<file path="src/rtl/rxrst_pkg.sv">
package rxrst_pkg;

    typedef enum logic [2:0] {
        ST_PMA   = 3'd0,
        ST_WLOCK = 3'd1,
        ST_PCS   = 3'd2,
        ST_WPCS  = 3'd3,
        ST_READY = 3'd4
    } rxrst_state_e;

    typedef struct packed {
        logic pma_rst;
        logic pcs_rst;
        logic ready;
    } rxrst_out_t;

    function automatic int unsigned max3(int unsigned a, int unsigned b, int unsigned c);
        int unsigned m;
        m = (a > b) ? a : b;
        return (m > c) ? m : c;
    endfunction

    function automatic rxrst_out_t decode_out(rxrst_state_e s);
        rxrst_out_t o;
        o.pma_rst = (s == ST_PMA);
        o.pcs_rst = (s == ST_PCS);
        o.ready   = (s == ST_READY);
        return o;
    endfunction

endpackage

</file>
<file path="src/rtl/rxrst_timer.sv">
module rxrst_timer #(
    parameter int W = 8
) (
    input  logic         clk,
    input  logic         rst,
    input  logic         clr,
    input  logic [W-1:0] limit,
    output logic         done
);
    logic [W-1:0] cnt_q;

    assign done = (cnt_q >= limit - W'(1));

    always_ff @(posedge clk) begin
        if (rst || clr) begin
            cnt_q <= '0;
        end else if (!done) begin
            cnt_q <= cnt_q + W'(1);
        end
    end
endmodule

</file>
<file path="src/rtl/rxrst_retry.sv">
module rxrst_retry #(
    parameter int RETRY_MAX = 2,
    localparam int RW = $clog2(RETRY_MAX + 1)
) (
    input  logic clk,
    input  logic rst,
    input  logic clr,
    input  logic inc,
    output logic below
);
    logic [RW-1:0] cnt_q;

    assign below = (cnt_q < RW'(RETRY_MAX));

    always_ff @(posedge clk) begin
        if (rst || clr) begin
            cnt_q <= '0;
        end else if (inc && below) begin
            cnt_q <= cnt_q + RW'(1);
        end
    end
endmodule

</file>
<file path="src/rtl/rx_reset_seq.sv">
module rx_reset_seq
    import rxrst_pkg::*;
#(
    parameter int PRESCALE  = 3,
    parameter int PMA_CYC   = 4,
    parameter int PCS_CYC   = 2,
    parameter int WAIT_CYC  = 5,
    parameter int RETRY_MAX = 2
) (
    input  logic clk,
    input  logic rst,
    input  logic lock_i,
    input  logic clk_stable_i,
    input  logic rx_err_i,
    output logic pma_rst_o,
    output logic pcs_rst_o,
    output logic ready_o
);
    localparam int PMA_LIM  = PMA_CYC * PRESCALE;
    localparam int PCS_LIM  = PCS_CYC * PRESCALE;
    localparam int WAIT_LIM = WAIT_CYC * PRESCALE;
    localparam int TW = $clog2(max3(PMA_LIM, PCS_LIM, WAIT_LIM) + 1);

    rxrst_state_e state_q, state_d;
    rxrst_out_t   outs;
    logic [TW-1:0] limit;
    logic          tmr_done;
    logic          retry_ok;
    logic          err_hit;
    logic          retry_inc;
    logic          retry_clr;

    always_comb begin
        case (state_q)
            ST_PMA:  limit = TW'(PMA_LIM);
            ST_PCS:  limit = TW'(PCS_LIM);
            ST_WPCS: limit = TW'(WAIT_LIM);
            default: limit = TW'(1);
        endcase
    end

    rxrst_timer #(.W(TW)) u_timer (
        .clk   (clk),
        .rst   (rst),
        .clr   (state_d != state_q),
        .limit (limit),
        .done  (tmr_done)
    );

    assign err_hit   = rx_err_i && lock_i &&
                       (state_q == ST_WPCS || state_q == ST_READY);
    assign retry_inc = err_hit && retry_ok;
    assign retry_clr = (state_d == ST_PMA) && (state_q != ST_PMA);

    rxrst_retry #(.RETRY_MAX(RETRY_MAX)) u_retry (
        .clk   (clk),
        .rst   (rst),
        .clr   (retry_clr),
        .inc   (retry_inc),
        .below (retry_ok)
    );

    always_comb begin
        state_d = state_q;
        case (state_q)
            ST_PMA:   if (tmr_done && clk_stable_i) state_d = ST_WLOCK;
            ST_WLOCK: if (lock_i && clk_stable_i)   state_d = ST_PCS;
            ST_PCS: begin
                if (!lock_i)       state_d = ST_PMA;
                else if (tmr_done) state_d = ST_WPCS;
            end
            ST_WPCS: begin
                if (!lock_i)       state_d = ST_PMA;
                else if (err_hit)  state_d = retry_ok ? ST_PCS : ST_PMA;
                else if (tmr_done) state_d = ST_READY;
            end
            ST_READY: begin
                if (!lock_i)      state_d = ST_PMA;
                else if (err_hit) state_d = retry_ok ? ST_PCS : ST_PMA;
            end
            default: state_d = ST_PMA;
        endcase
    end

    always_ff @(posedge clk) begin
        if (rst) state_q <= ST_PMA;
        else     state_q <= state_d;
    end

    assign outs      = decode_out(state_q);
    assign pma_rst_o = outs.pma_rst;
    assign pcs_rst_o = outs.pcs_rst;
    assign ready_o   = outs.ready;
endmodule

</file>
<file path="config.mk">
export PLATFORM = sky130hd
export DESIGN_NAME = rx_reset_seq
export DESIGN_NICKNAME = d
export VERILOG_FILES = /design/src/rtl/rxrst_pkg.sv /design/src/rtl/rxrst_timer.sv /design/src/rtl/rxrst_retry.sv /design/src/rtl/rx_reset_seq.sv
export SDC_FILE = /design/constraint.sdc
export NUM_CORES = 1
export LEC_CHECK = 0
export ABC_AREA = 1
export BUFFER_PORTS_ARGS = -buffer_cell sky130_fd_sc_hd__buf_2
export CAP_MARGIN = 20
export CORE_UTILIZATION = 45
export CTS_CLUSTER_DIAMETER = 50
export DETAILED_ROUTE_END_ITERATION = 10
export PLACE_DENSITY_LB_ADDON = 0.12
export SYNTH_ARGS = -nofsm -noshare
export SYNTH_HDL_FRONTEND = slang
export SYNTH_SLANG_ARGS = --single-unit
</file>
<file path="constraint.sdc">
create_clock -name clk -period 2.2 [get_ports clk]
set_clock_uncertainty 0.2 [all_clocks]
set_input_delay 0.22 -clock clk [delete_from_list [all_inputs] [get_ports clk]]
set_output_delay 0.22 -clock clk [all_outputs]
set_load 0.02 [all_outputs]
</file>
==> results.py, run 1 <==
metrics = {
    "worst_hold_path": {
        "hp-class": "input pin to flop",
    },
    "grt": {
        "grt_pass1_wl_mm": 2.932,
        "grt_max_degree": 9,
        "overflow": 0,
        "grt_pass1_vias": 697,
        "grt_use_total_pct": 21.81,
        "antenna_found_initial": 0,
    },
    "power": {
        "p_sw_mw": 0.08634,
        "ir_drop_v": 0.0004080,
        "swShare_pct": 25.04,
        "leakagePower_nw": 0.5900,
        "intPower_mw": 0.2585,
        "p_seq_share_pct": 49.7,
        "power_frac_clock_pct": 35.6,
        "power.density_mw_per_mm2": 320.1,
        "power_frac_comb_pct": 14.7,
        "fin_total_pwr_mw": 0.3448,
    },
    "clock_network": {
        "clk_path_buf_depth": 2,
        "cts_root_buf": "clkbuf_4",
        "worstSkewPairLatency_ns": 0.25,
        "htree_levels": 1,
        "clock_sinks": 9,
        "cts_tree": "yes",
        "numCtsBuffers": 3,
        "cts.reportedPaths.clkPinSlew_ns": 0.06,
    },
    "critical_path": {
        "endpoint_kind": "flop",
        "cp_cell_sequence": "inv_4 -> nand2_4 -> nor2_4 -> nor2_2 -> ha_1 -> nand2_1 -> nand2_1 -> nand2_2 -> nand3_4 -> nand2_4 -> inv_4 -> a31oi_4 -> nand3_4 -> nor3_2",
        "crit_fanout": 5,
        "crit_path_top_delay_cell": "dfxtp_4",
        "worstPathArrival_ns": 2.18,
        "path_class": "flop to flop",
        "start_kind": "flop",
        "critical-path-max-stage-delay_ns": 0.36,
        "crit_required_ns": 2.18,
    },
    "routing": {
        "firstDrtPassIters": 4,
        "drc": 0,
        "drtAntennaViolNets": 0,
        "wl_per_cell_um": 13.19,
        "drt-initial-drc-count": 26,
        "avgViaCountPerCell": 5.244,
        "via_count": 818,
        "drt-total-wl_mm": 2.058,
    },
    "outcome": {
        "status": "complete, but fails checks",
        "violations": "negative setup slack",
    },
    "yosys": {
        "syn_area_um2": 737.0,
        "syn-instance-count": 114,
        "avgSynthCellArea_um2": 6.465,
        "syn_nets": 124,
        "synth_seq_cells": 9,
        "ys_types": 21,
        "yosysSeqAreaShare_pct": 24.45,
        "synth-warning-count": 0,
    },
    "sta": {
        "fmax_mhz": 454.0,
        "tightest_slew_ns": 0.5074,
        "maxSlewHeadroom_pct": 66.03,
        "min_period_ns": 2.203,
        "maxSlewViolCount": 0,
        "setup_tns_ns": -0.002692,
        "post-route-period-util_pct": 100.1,
        "rsz0062_at_grt": "yes",
        "hold_viol_final": 0,
        "whs_ns": 0.07663,
        "fin_ws_ns": -0.002692,
        "setup_violations": 1,
    },
    "floorplan": {
        "die_h_um": 42.47,
        "die_area_mm2": 0.001804,
        "fp.dieW_um": 42.47,
        "num_io_pins": 8,
        "core_mm2": 0.001524,
        "floorplan.initialDensity_pct": 48.36,
        "rows": 14,
    },
    "finish": {
        "layout-drive-gt1-share_pct": 43.57,
        "final_common_cell": "nand2_1",
        "fin_area_mm2": 0.001077,
        "instances_no_fill": 156,
        "synthToLayoutAreaGrowth_pct": 46.18,
        "final_nets": 151,
        "insertedDiodeCount": 0,
        "most-common-layout-cells": "nand2_1 (22), inv_1 (17), buf_4 (15), nor2_1 (8)",
    },
    "placed_design": {
        "place.gp.congestion": 0.8709,
        "port_buffers": 7,
        "dpl_cell_area_um2": 875.8,
        "place_inst": 147,
        "dp_hpwl_mm": 1.454,
    },
    "job": {
        "maxCapViolCount": 0,
    },
}
==> worst paths after layout <==
path | slack (ns) | startpoint | endpoint | cells after the start
worst max-delay path | -0.003 | state_q[1]$_SDFF_PP0_ | u_timer.cnt_q[2]$_SDFFE_PP0N_ | 14
worst min-delay path | 0.08 | rx_err_i | u_retry.cnt_q[1]$_SDFFE_PP0P_ | 3
worst max register to register | -0.003 | state_q[1]$_SDFF_PP0_ | u_timer.cnt_q[2]$_SDFFE_PP0N_ | 14
worst min register to register | 0.28 | u_retry.cnt_q[1]$_SDFFE_PP0P_ | u_retry.cnt_q[1]$_SDFFE_PP0P_ | 2
==> cell usage after synthesis, drive strengths merged <==
cell,count,area [um^2]
o211ai,1,7.510
nand2,32,127.6
xor2,3,26.28
nor3,5,25.02
dfxtp,9,180.2
nand4,5,31.28
nor2,13,53.80
ha,5,62.56
mux2,1,11.26
xnor2,1,8.760
inv,21,78.83
nand3,12,82.58
a31oi,2,18.77
buf,1,7.510
a21oi,3,15.01
==> kinds of logic after synthesis <==
kind of cell	Yosys count	share of synthesized area [%]
and+or+nand+nor	67	43.46
buffers and inverters	22	11.72
DFF	9	24.45
AOI/OAI and AO/OA	6	5.603
adders and majority gates	5	8.489
xor gates and xnor gates	4	4.755
muxes	1	1.528
==> worst max-delay path: cells and delay by family, from the launching register on <==
| family | cells | cell delay [ns] |
|---|---|---|
| adder cells (fa/ha/maj) | 1 | 0.32 |
| AO/OA/AOI/OAI | 1 | 0.16 |
| flip-flops | 1 | 0.36 |
| buffers and inverters | 2 | 0.11 |
| AND/OR/NAND/NOR | 10 | 0.97 |
==> power groups by stage <==
stage               registers, mW  logic, mW  clock network, mW
detailed placement          0.176     0.0416                  0
global placement            0.176     0.0419                  0
global route                0.172     0.0571              0.140
floorplan                   0.175     0.0315                  0
finish                      0.171     0.0507              0.123
CTS                         0.172     0.0440              0.130
==> sequential cells by signal, indices dropped and copies added, names as in the netlist <==
register / cells
u_timer.cnt_q: 4
state_q: 3
u_retry.cnt_q: 2
==> timing repair <==
item                                    CTS  global route
buffers inserted                          0             4
endpoints found under the setup margin    6             6
resized for setup                         2            32
hold buffers                              1             0
pin swaps                                 0            18
hold endpoints to repair                  2             0
==> through the flow <==
stage,setup WS [ns],util [%]
after floorplan,0.007616,-
after global placement,-0.008849,57.47
after detailed placement,-0.09745,57.47
after CTS,0.0005187,60.43
after global routing,-0.1461,70.69
final,-0.002692,70.69
==> cell type report <==
cell class | instances | area (um^2)
Inverter | 21 | 83.83
Clock buffer | 4 | 26.28
Multi-Input combinational cell | 83 | 603.1
Fill cell | 128 | 446.7
Sequential cell | 9 | 186.4
Tap cell | 16 | 20.02
Timing Repair Buffer | 23 | 157.7
==> metal layers <==
metal  GRT usage [%]  share of wire [%]  vias up
li1                -                  -      419
met1           29.40                 47      380
met2           33.85                 50       15
met3           2.586                2.0        4
met4           11.25                1.0        0
met5               0                  0        -
(Power assumes the default switching activity.)
==> run 2: changes to the inputs <==
Settings changed: ABC_AREA 1 to default, PLACE_DENSITY from default to 0.64, PLACE_DENSITY_LB_ADDON 0.12 to default.
==> run 2 against run 1 <==
Net effect:
- the flow still finishes with violations (negative setup slack)
- highest routed layer unchanged
- synthesized cell count shrank 15%
- count of clock-buffer cells in the layout shrank 1
- utilization shrank 4.0 points
- register-to-register slack lost 0.04 ns
- largest power group unchanged
- sequential share of layout area grew 0.22 points
- combinational power grew 9.7%
==> results.py, run 2 <==
metrics = {
    "outcome": {
        "status": "complete, but fails checks",
        "violations": "negative setup slack",
    },
    "power": {
        "power_frac_clock_pct": 36.4,
        "p_sw_mw": 0.1009,
        "ir_drop_v": 0.0003348,
        "p_seq_share_pct": 48.1,
        "swShare_pct": 28.03,
        "intPower_mw": 0.2590,
        "leakagePower_nw": 0.4201,
        "fin_total_pwr_mw": 0.3599,
        "power.density_mw_per_mm2": 338.4,
        "power_frac_comb_pct": 15.4,
    },
    "finish": {
        "final_common_cell": "buf_4",
        "most-common-layout-cells": "buf_4 (12), nor2_1 (10), inv_1 (7), buf_2 (7), dfxtp_1 (6)",
        "instances_no_fill": 140,
        "post-route-util_pct": 66.72,
        "fin_area_mm2": 0.001064,
        "largest_reg_flops": 4,
        "insertedDiodeCount": 0,
        "multi_input_area_um2": 646.9,
        "layout-drive-gt1-share_pct": 38.79,
        "final_nets": 127,
        "regArea_um2": 186.4,
        "top_regs": "u_timer.cnt_q: 4 flops, state_q: 3 flops, u_retry.cnt_q: 2 flops",
        "regMostFlops": "u_timer.cnt_q",
        "fillers": 119,
        "synthToLayoutAreaGrowth_pct": 32.19,
    },
    "yosys": {
        "synthFlopType": "dfxtp_1",
        "ys_top_cells_by_area": "dfxtp_1 (22%), ha_1 (7.8%), nor2_1 (4.7%)",
        "ys_types": 40,
        "avgSynthCellArea_um2": 8.294,
        "synthArstFlopShare_pct": 0,
        "syn_nets": 107,
        "synth_seq_cells": 9,
        "syn-instance-count": 97,
        "synth.top_cells.by_count": "nor2_1 (10), dfxtp_1 (9), inv_1 (7)",
        "syn_area_um2": 804.5,
        "synth-warning-count": 0,
        "yosys.area.top_type": "dfxtp_1",
        "yosysTopAreaCellShare_pct": 22.40,
        "synth_edf_count": 0,
        "synth_most_common_cell": "nor2_1",
        "yosysSeqAreaShare_pct": 22.40,
    },
    "routing": {
        "wl_per_cell_um": 13.89,
        "firstDrtPassIters": 4,
        "drt-total-wl_mm": 1.945,
        "drc": 0,
        "drtAntennaViolNets": 0,
        "drt-initial-drc-count": 20,
        "avgViaCountPerCell": 5.671,
        "via_count": 794,
    },
    "clock_network": {
        "cts_tree": "yes",
        "clock_sinks": 9,
        "cts.reportedPaths.clkPinSlew_ns": 0.07,
        "worstSkewPairLatency_ns": 0.27,
        "htree_levels": 1,
        "clk_path_buf_depth": 2,
        "numCtsBuffers": 3,
        "cts_root_buf": "clkbuf_4",
    },
    "sta": {
        "tightest_slew_ns": 0.3125,
        "min_period_ns": 2.243,
        "maxSlewHeadroom_pct": 78.95,
        "fin_ws_ns": -0.04267,
        "rsz0062_at_grt": "yes",
        "hold_viol_final": 0,
        "whs_ns": 0.1608,
        "setup_tns_ns": -0.1686,
        "post-route-period-util_pct": 101.9,
        "fmax_mhz": 445.9,
        "setup_violations": 6,
        "maxSlewViolCount": 0,
    },
    "placed_design": {
        "place_ws_ns": -0.08480,
        "place.gp.congestion": 0.8523,
        "port_buffers": 7,
        "dpl_cell_area_um2": 910.9,
        "dp_hpwl_mm": 1.359,
        "place_inst": 130,
    },
    "floorplan": {
        "core_mm2": 0.001594,
        "die_h_um": 44.28,
        "rows": 14,
        "fp.dieW_um": 44.28,
        "num_io_pins": 8,
        "floorplan.initialDensity_pct": 50.47,
        "die_area_mm2": 0.001961,
    },
    "job": {
        "maxCapViolCount": 0,
    },
    "grt": {
        "grt_use_total_pct": 22.57,
        "grt_pass1_vias": 796,
        "grt_pass1_wl_mm": 3.277,
        "overflow": 0,
        "antenna_found_initial": 0,
        "grt_max_degree": 12,
    },
    "critical_path": {
        "crit_fanout": 7,
        "start_kind": "flop",
        "crit_path_top_delay_cell": "dfxtp_4",
        "worstPathArrival_ns": 2.19,
        "critPathBufInv": 0,
        "endpoint_kind": "flop",
        "cp_top_family": "compound AO/OA/AOI/OAI gates",
        "critical-path-max-stage-delay_ns": 0.35,
        "cp_cell_sequence": "or2_1 -> a21o_1 -> ha_4 -> nand3_4 -> o22ai_4 -> nor3_4 -> o311ai_4 -> nor2_1",
        "path_class": "flop to flop",
        "crit_required_ns": 2.15,
        "r2r_slack_ns": -0.04,
    },
    "worst_hold_path": {
        "hp-class": "input pin to flop",
    },
}
-- run 2: cell types whose count changed in the layout (fill, tap and decap cells not counted), moves of 3 or more --
cell      delta
nor3_2       -4
buf_4        -3
nor2_2       -3
a21o_1       +3
nand2_1     -18
nand4_1      -5
nand2_4      -3
nand3_1      -4
nand3_2      -3
inv_1       -10
nand2b_1     +4
nand2_2      -6
-- run 2: kinds of logic (layout without fill, tap and decap cells) --
family / count (synthesis) / after routing / synth area share [%]
AO/OA/AOI/OAI: 29 / 29 / 31.26
XOR/XNOR: 4 / 4 / 4.355
adder cells (fa/ha/maj): 5 / 5 / 7.776
buffers and inverters: 13 / 32 / 7.621
flip-flops: 9 / 9 / 22.39
multiplexers: 2 / 2 / 2.488
AND/OR/NAND/NOR: 35 / 35 / 24.11
-- run 2: area by class of cell --
| type | instances | share of cell area [%] |
|---|---|---|
| repair buffers | 21 | 13.76 |
| multi-input cells | 75 | 60.82 |
| inverters | 7 | 2.471 |
| clock buffers | 3 | 2.118 |
| clock inverters | 1 | 0.4706 |
| flip-flops and latches | 9 | 17.53 |
| well taps | 24 | 2.824 |
-- run 2: timing repair --
action / 4_1_cts / 5_1_grt
cloned: 0 / 0
pin swaps: 7 / 6
hold buffers: 1 / 0
setup endpoints to repair: 6 / 7
buffers inserted: 3 / 2
hold endpoints to repair: 2 / 0
gates resized for setup: 10 / 7
-- run 2: final timing paths --
path	cells past startpoint	start	to
hold reg to reg	2	u_timer.cnt_q[3]$_SDFFE_PP0N_	u_timer.cnt_q[3]$_SDFFE_PP0N_
hold / removal	3	lock_i	state_q[2]$_SDFF_PP0_
setup reg to reg	8	state_q[0]$_SDFF_PP0_	u_timer.cnt_q[1]$_SDFFE_PP0N_
setup / recovery	8	state_q[0]$_SDFF_PP0_	u_timer.cnt_q[1]$_SDFFE_PP0N_
-- run 2: metal layers --
metal | up-vias | share of wire, % | track usage, %
li1 | 392 | - | -
met1 | 369 | 44 | 27.89
met2 | 26 | 48 | 37.35
met3 | 7 | 4.9 | 8.571
met4 | 0 | 2.5 | 4.848
met5 | - | 0 | 0
-- run 2: power by group through the flow --
stage	logic (mW)	clock network (mW)	registers, mW
detailed placement	0.0475	0	0.177
global placement	0.0469	0	0.177
CTS	0.0531	0.135	0.173
finish	0.0556	0.131	0.173
floorplan	0.0355	0	0.175
global route	0.0613	0.145	0.174
-- run 2: worst reg2reg max path: cells and delay by family, from the launching register on --
kind	cells	cell delay, ns
compound gates	3	0.80
fa+ha+maj	1	0.28
simple gates	4	0.47
flops	1	0.35
==> run 3: changes to the inputs <==
Settings changed: ABC_AREA from default to 1.
==> run 3 against run 2 <==
Net effect:
- the flow still finishes with violations (negative setup slack)
- via count up 5.5%
- sequential cell count unchanged
- global-route usage up 4.5 points
- critical path depth up 3
- sequential share of layout area down 0.66 points
- register-to-register slack about the same
- critical path type unchanged
- critical endpoint is now u_timer.cnt_q[2]$_SDFFE_PP0N_
- largest power group unchanged
==> results.py, run 3 (same netlist as run 1, synthesis figures left out) <==
metrics = {
    "floorplan": {
        "rows": 14,
        "die_area_mm2": 0.001804,
        "floorplan.initialDensity_pct": 48.36,
        "die_h_um": 42.47,
        "fp.dieW_um": 42.47,
        "num_io_pins": 8,
        "core_mm2": 0.001524,
    },
    "power": {
        "ir_drop_v": 0.0003517,
        "power.density_mw_per_mm2": 318.5,
        "leakagePower_nw": 0.5972,
    },
    "critical_path": {
        "cp_top_family": "simple AND/OR/NAND/NOR gates",
        "critPathBufInv": 0,
        "crit_required_ns": 2.19,
        "crit_path_top_delay_cell": "dfxtp_4",
        "rr_startpoint": "state_q[0]$_SDFF_PP0_",
        "rr_worst_depth": 11,
        "startpoint": "state_q[0]$_SDFF_PP0_",
        "crit_fanout": 4,
        "reg2reg_to": "u_timer.cnt_q[2]$_SDFFE_PP0N_",
        "cp.depth": 11,
        "critical-path-max-stage-delay_ns": 0.38,
        "r2r_slack_ns": -0.04,
        "worstSetupEndpoint": "u_timer.cnt_q[2]$_SDFFE_PP0N_",
        "endpoint_kind": "flop",
        "cp_cell_sequence": "nand2_2 -> nor2_4 -> nor2_2 -> ha_1 -> nand2_1 -> nand2_1 -> nand2_2 -> nand3_2 -> nand4_1 -> o211ai_1 -> nor3_2",
        "path_class": "flop to flop",
        "start_kind": "flop",
        "worstPathArrival_ns": 2.23,
    },
    "placed_design": {
        "dpl_cell_area_um2": 883.3,
        "place.gp.congestion": 0.9215,
        "dp_hpwl_mm": 1.390,
        "place_inst": 148,
        "port_buffers": 7,
    },
    "routing": {
        "drtAntennaViolNets": 0,
        "drc": 0,
        "avgViaCountPerCell": 5.173,
        "drt-total-wl_mm": 2.227,
        "wl_per_cell_um": 13.75,
        "drt-initial-drc-count": 21,
        "firstDrtPassIters": 6,
        "via_count": 838,
    },
    "clock_network": {
        "cts_root_buf": "clkbuf_4",
        "clock_sinks": 9,
        "cts.reportedPaths.clkPinSlew_ns": 0.06,
        "cts_tree": "yes",
        "htree_levels": 1,
        "worstSkewPairLatency_ns": 0.27,
        "clk_path_buf_depth": 2,
        "numCtsBuffers": 3,
    },
    "finish": {
        "regMostFlops": "u_timer.cnt_q",
        "instances_no_fill": 162,
        "fin_area_mm2": 0.001120,
        "final_common_cell": "nand2_1",
        "largest_reg_flops": 4,
        "insertedDiodeCount": 0,
        "final_nets": 157,
        "fillers": 124,
        "post-route-util_pct": 73.48,
        "top_regs": "u_timer.cnt_q: 4 flops, state_q: 3 flops, u_retry.cnt_q: 2 flops",
        "layout-drive-gt1-share_pct": 46.58,
        "most-common-layout-cells": "nand2_1 (22), buf_4 (21), inv_1 (16), nand2_2 (9), nor2_1 (8)",
        "synthToLayoutAreaGrowth_pct": 51.95,
    },
    "outcome": {
        "status": "complete, but fails checks",
        "violations": "negative setup slack",
    },
    "sta": {
        "hold_viol_final": 0,
        "maxSlewHeadroom_pct": 62.71,
        "fmax_mhz": 445.7,
        "min_period_ns": 2.244,
        "post-route-period-util_pct": 102.0,
        "whs_ns": 0.06370,
        "fin_ws_ns": -0.04356,
        "setup_violations": 4,
        "maxSlewViolCount": 0,
        "tightest_slew_ns": 0.5568,
        "rsz0062_at_grt": "yes",
    },
    "worst_hold_path": {
        "hp-class": "input pin to flop",
    },
    "grt": {
        "antenna_found_initial": 0,
        "overflow": 0,
        "grt_max_degree": 9,
        "grt_pass1_wl_mm": 3.560,
        "grt_pass1_vias": 827,
        "grt_use_total_pct": 27.11,
    },
    "job": {
        "maxCapViolCount": 0,
    },
}
==> run 3: through the flow <==
stage          setup slack (ns)  setup TNS (ns)  power [mW]
6_report               -0.04356         -0.1340      0.3566
5_1_grt                 -0.1877         -0.8370      0.3750
4_1_cts                -0.03078        -0.09878      0.3459
3_5_place_dp           -0.09468         -0.4254      0.2183
3_3_place_gp           -0.05768         -0.1495      0.2161
2_1_floorplan          0.007616               0      0.2065
==> run 3: cell type report <==
type | instances | area (um^2) | share of cell area, %
Sequential cell | 9 | 188.9 | 16.87
Inverter | 21 | 83.83 | 7.486
Tap cell | 16 | 20.02 | 1.788
Clock buffer | 4 | 26.28 | 2.346
Multi-Input combinational cell | 83 | 598.1 | 53.41
Timing Repair Buffer | 29 | 202.7 | 18.10
==> run 3: worst min path at each step <==
stage                  start                             to  slack, ns  cells past startpoint
floorplan                rst          state_q[1]$_SDFF_PP0_       0.09                      1
global placement         rst          state_q[2]$_SDFF_PP0_       0.21                      2
detailed placement       rst          state_q[1]$_SDFF_PP0_       0.21                      2
CTS                 rx_err_i  u_retry.cnt_q[1]$_SDFFE_PP0P_       0.07                      3
global route        rx_err_i  u_retry.cnt_q[1]$_SDFFE_PP0P_       0.12                      3
finish              rx_err_i  u_retry.cnt_q[1]$_SDFFE_PP0P_       0.06                      3
==> run 3: metal layers <==
metal | global-route usage (%) | share of wire [%] | up-vias
met1 | 33.07 | 44 | 379
met2 | 43.38 | 49 | 22
li1 | - | - | 428
met5 | 0 | 0 | -
met4 | 18.75 | 3.8 | 0
met3 | 3.879 | 2.3 | 9
==> run 3: report_power, final <==
part           switching (mW)  total, mW  leakage, nW  internal (mW)
clock                  0.0598      0.130       0.0150         0.0700
sequential            0.00587      0.171       0.0753          0.165
combinational          0.0321     0.0556        0.507         0.0236
total                  0.0977      0.357        0.597          0.259
==> run 3: repair_timing <==
action                     CTS  global route
hold endpoints to repair     2             0
setup endpoints to repair    6             7
buffers inserted             7             2
pin swaps                   11            18
hold buffers                 1             0
gates cloned                 0             0
resized for setup           13            21
==> run 3: worst reg2reg max path, stage by stage, from the launching register on <==
cell and delay (ns):
dfxtp_4 0.38, nand2_2 0.08, nor2_4 0.15, nor2_2 0.06
ha_1 0.34, nand2_1 0.09, nand2_1 0.06, nand2_2 0.10
nand3_2 0.07, nand4_1 0.13, o211ai_1 0.26, nor3_2 0.24
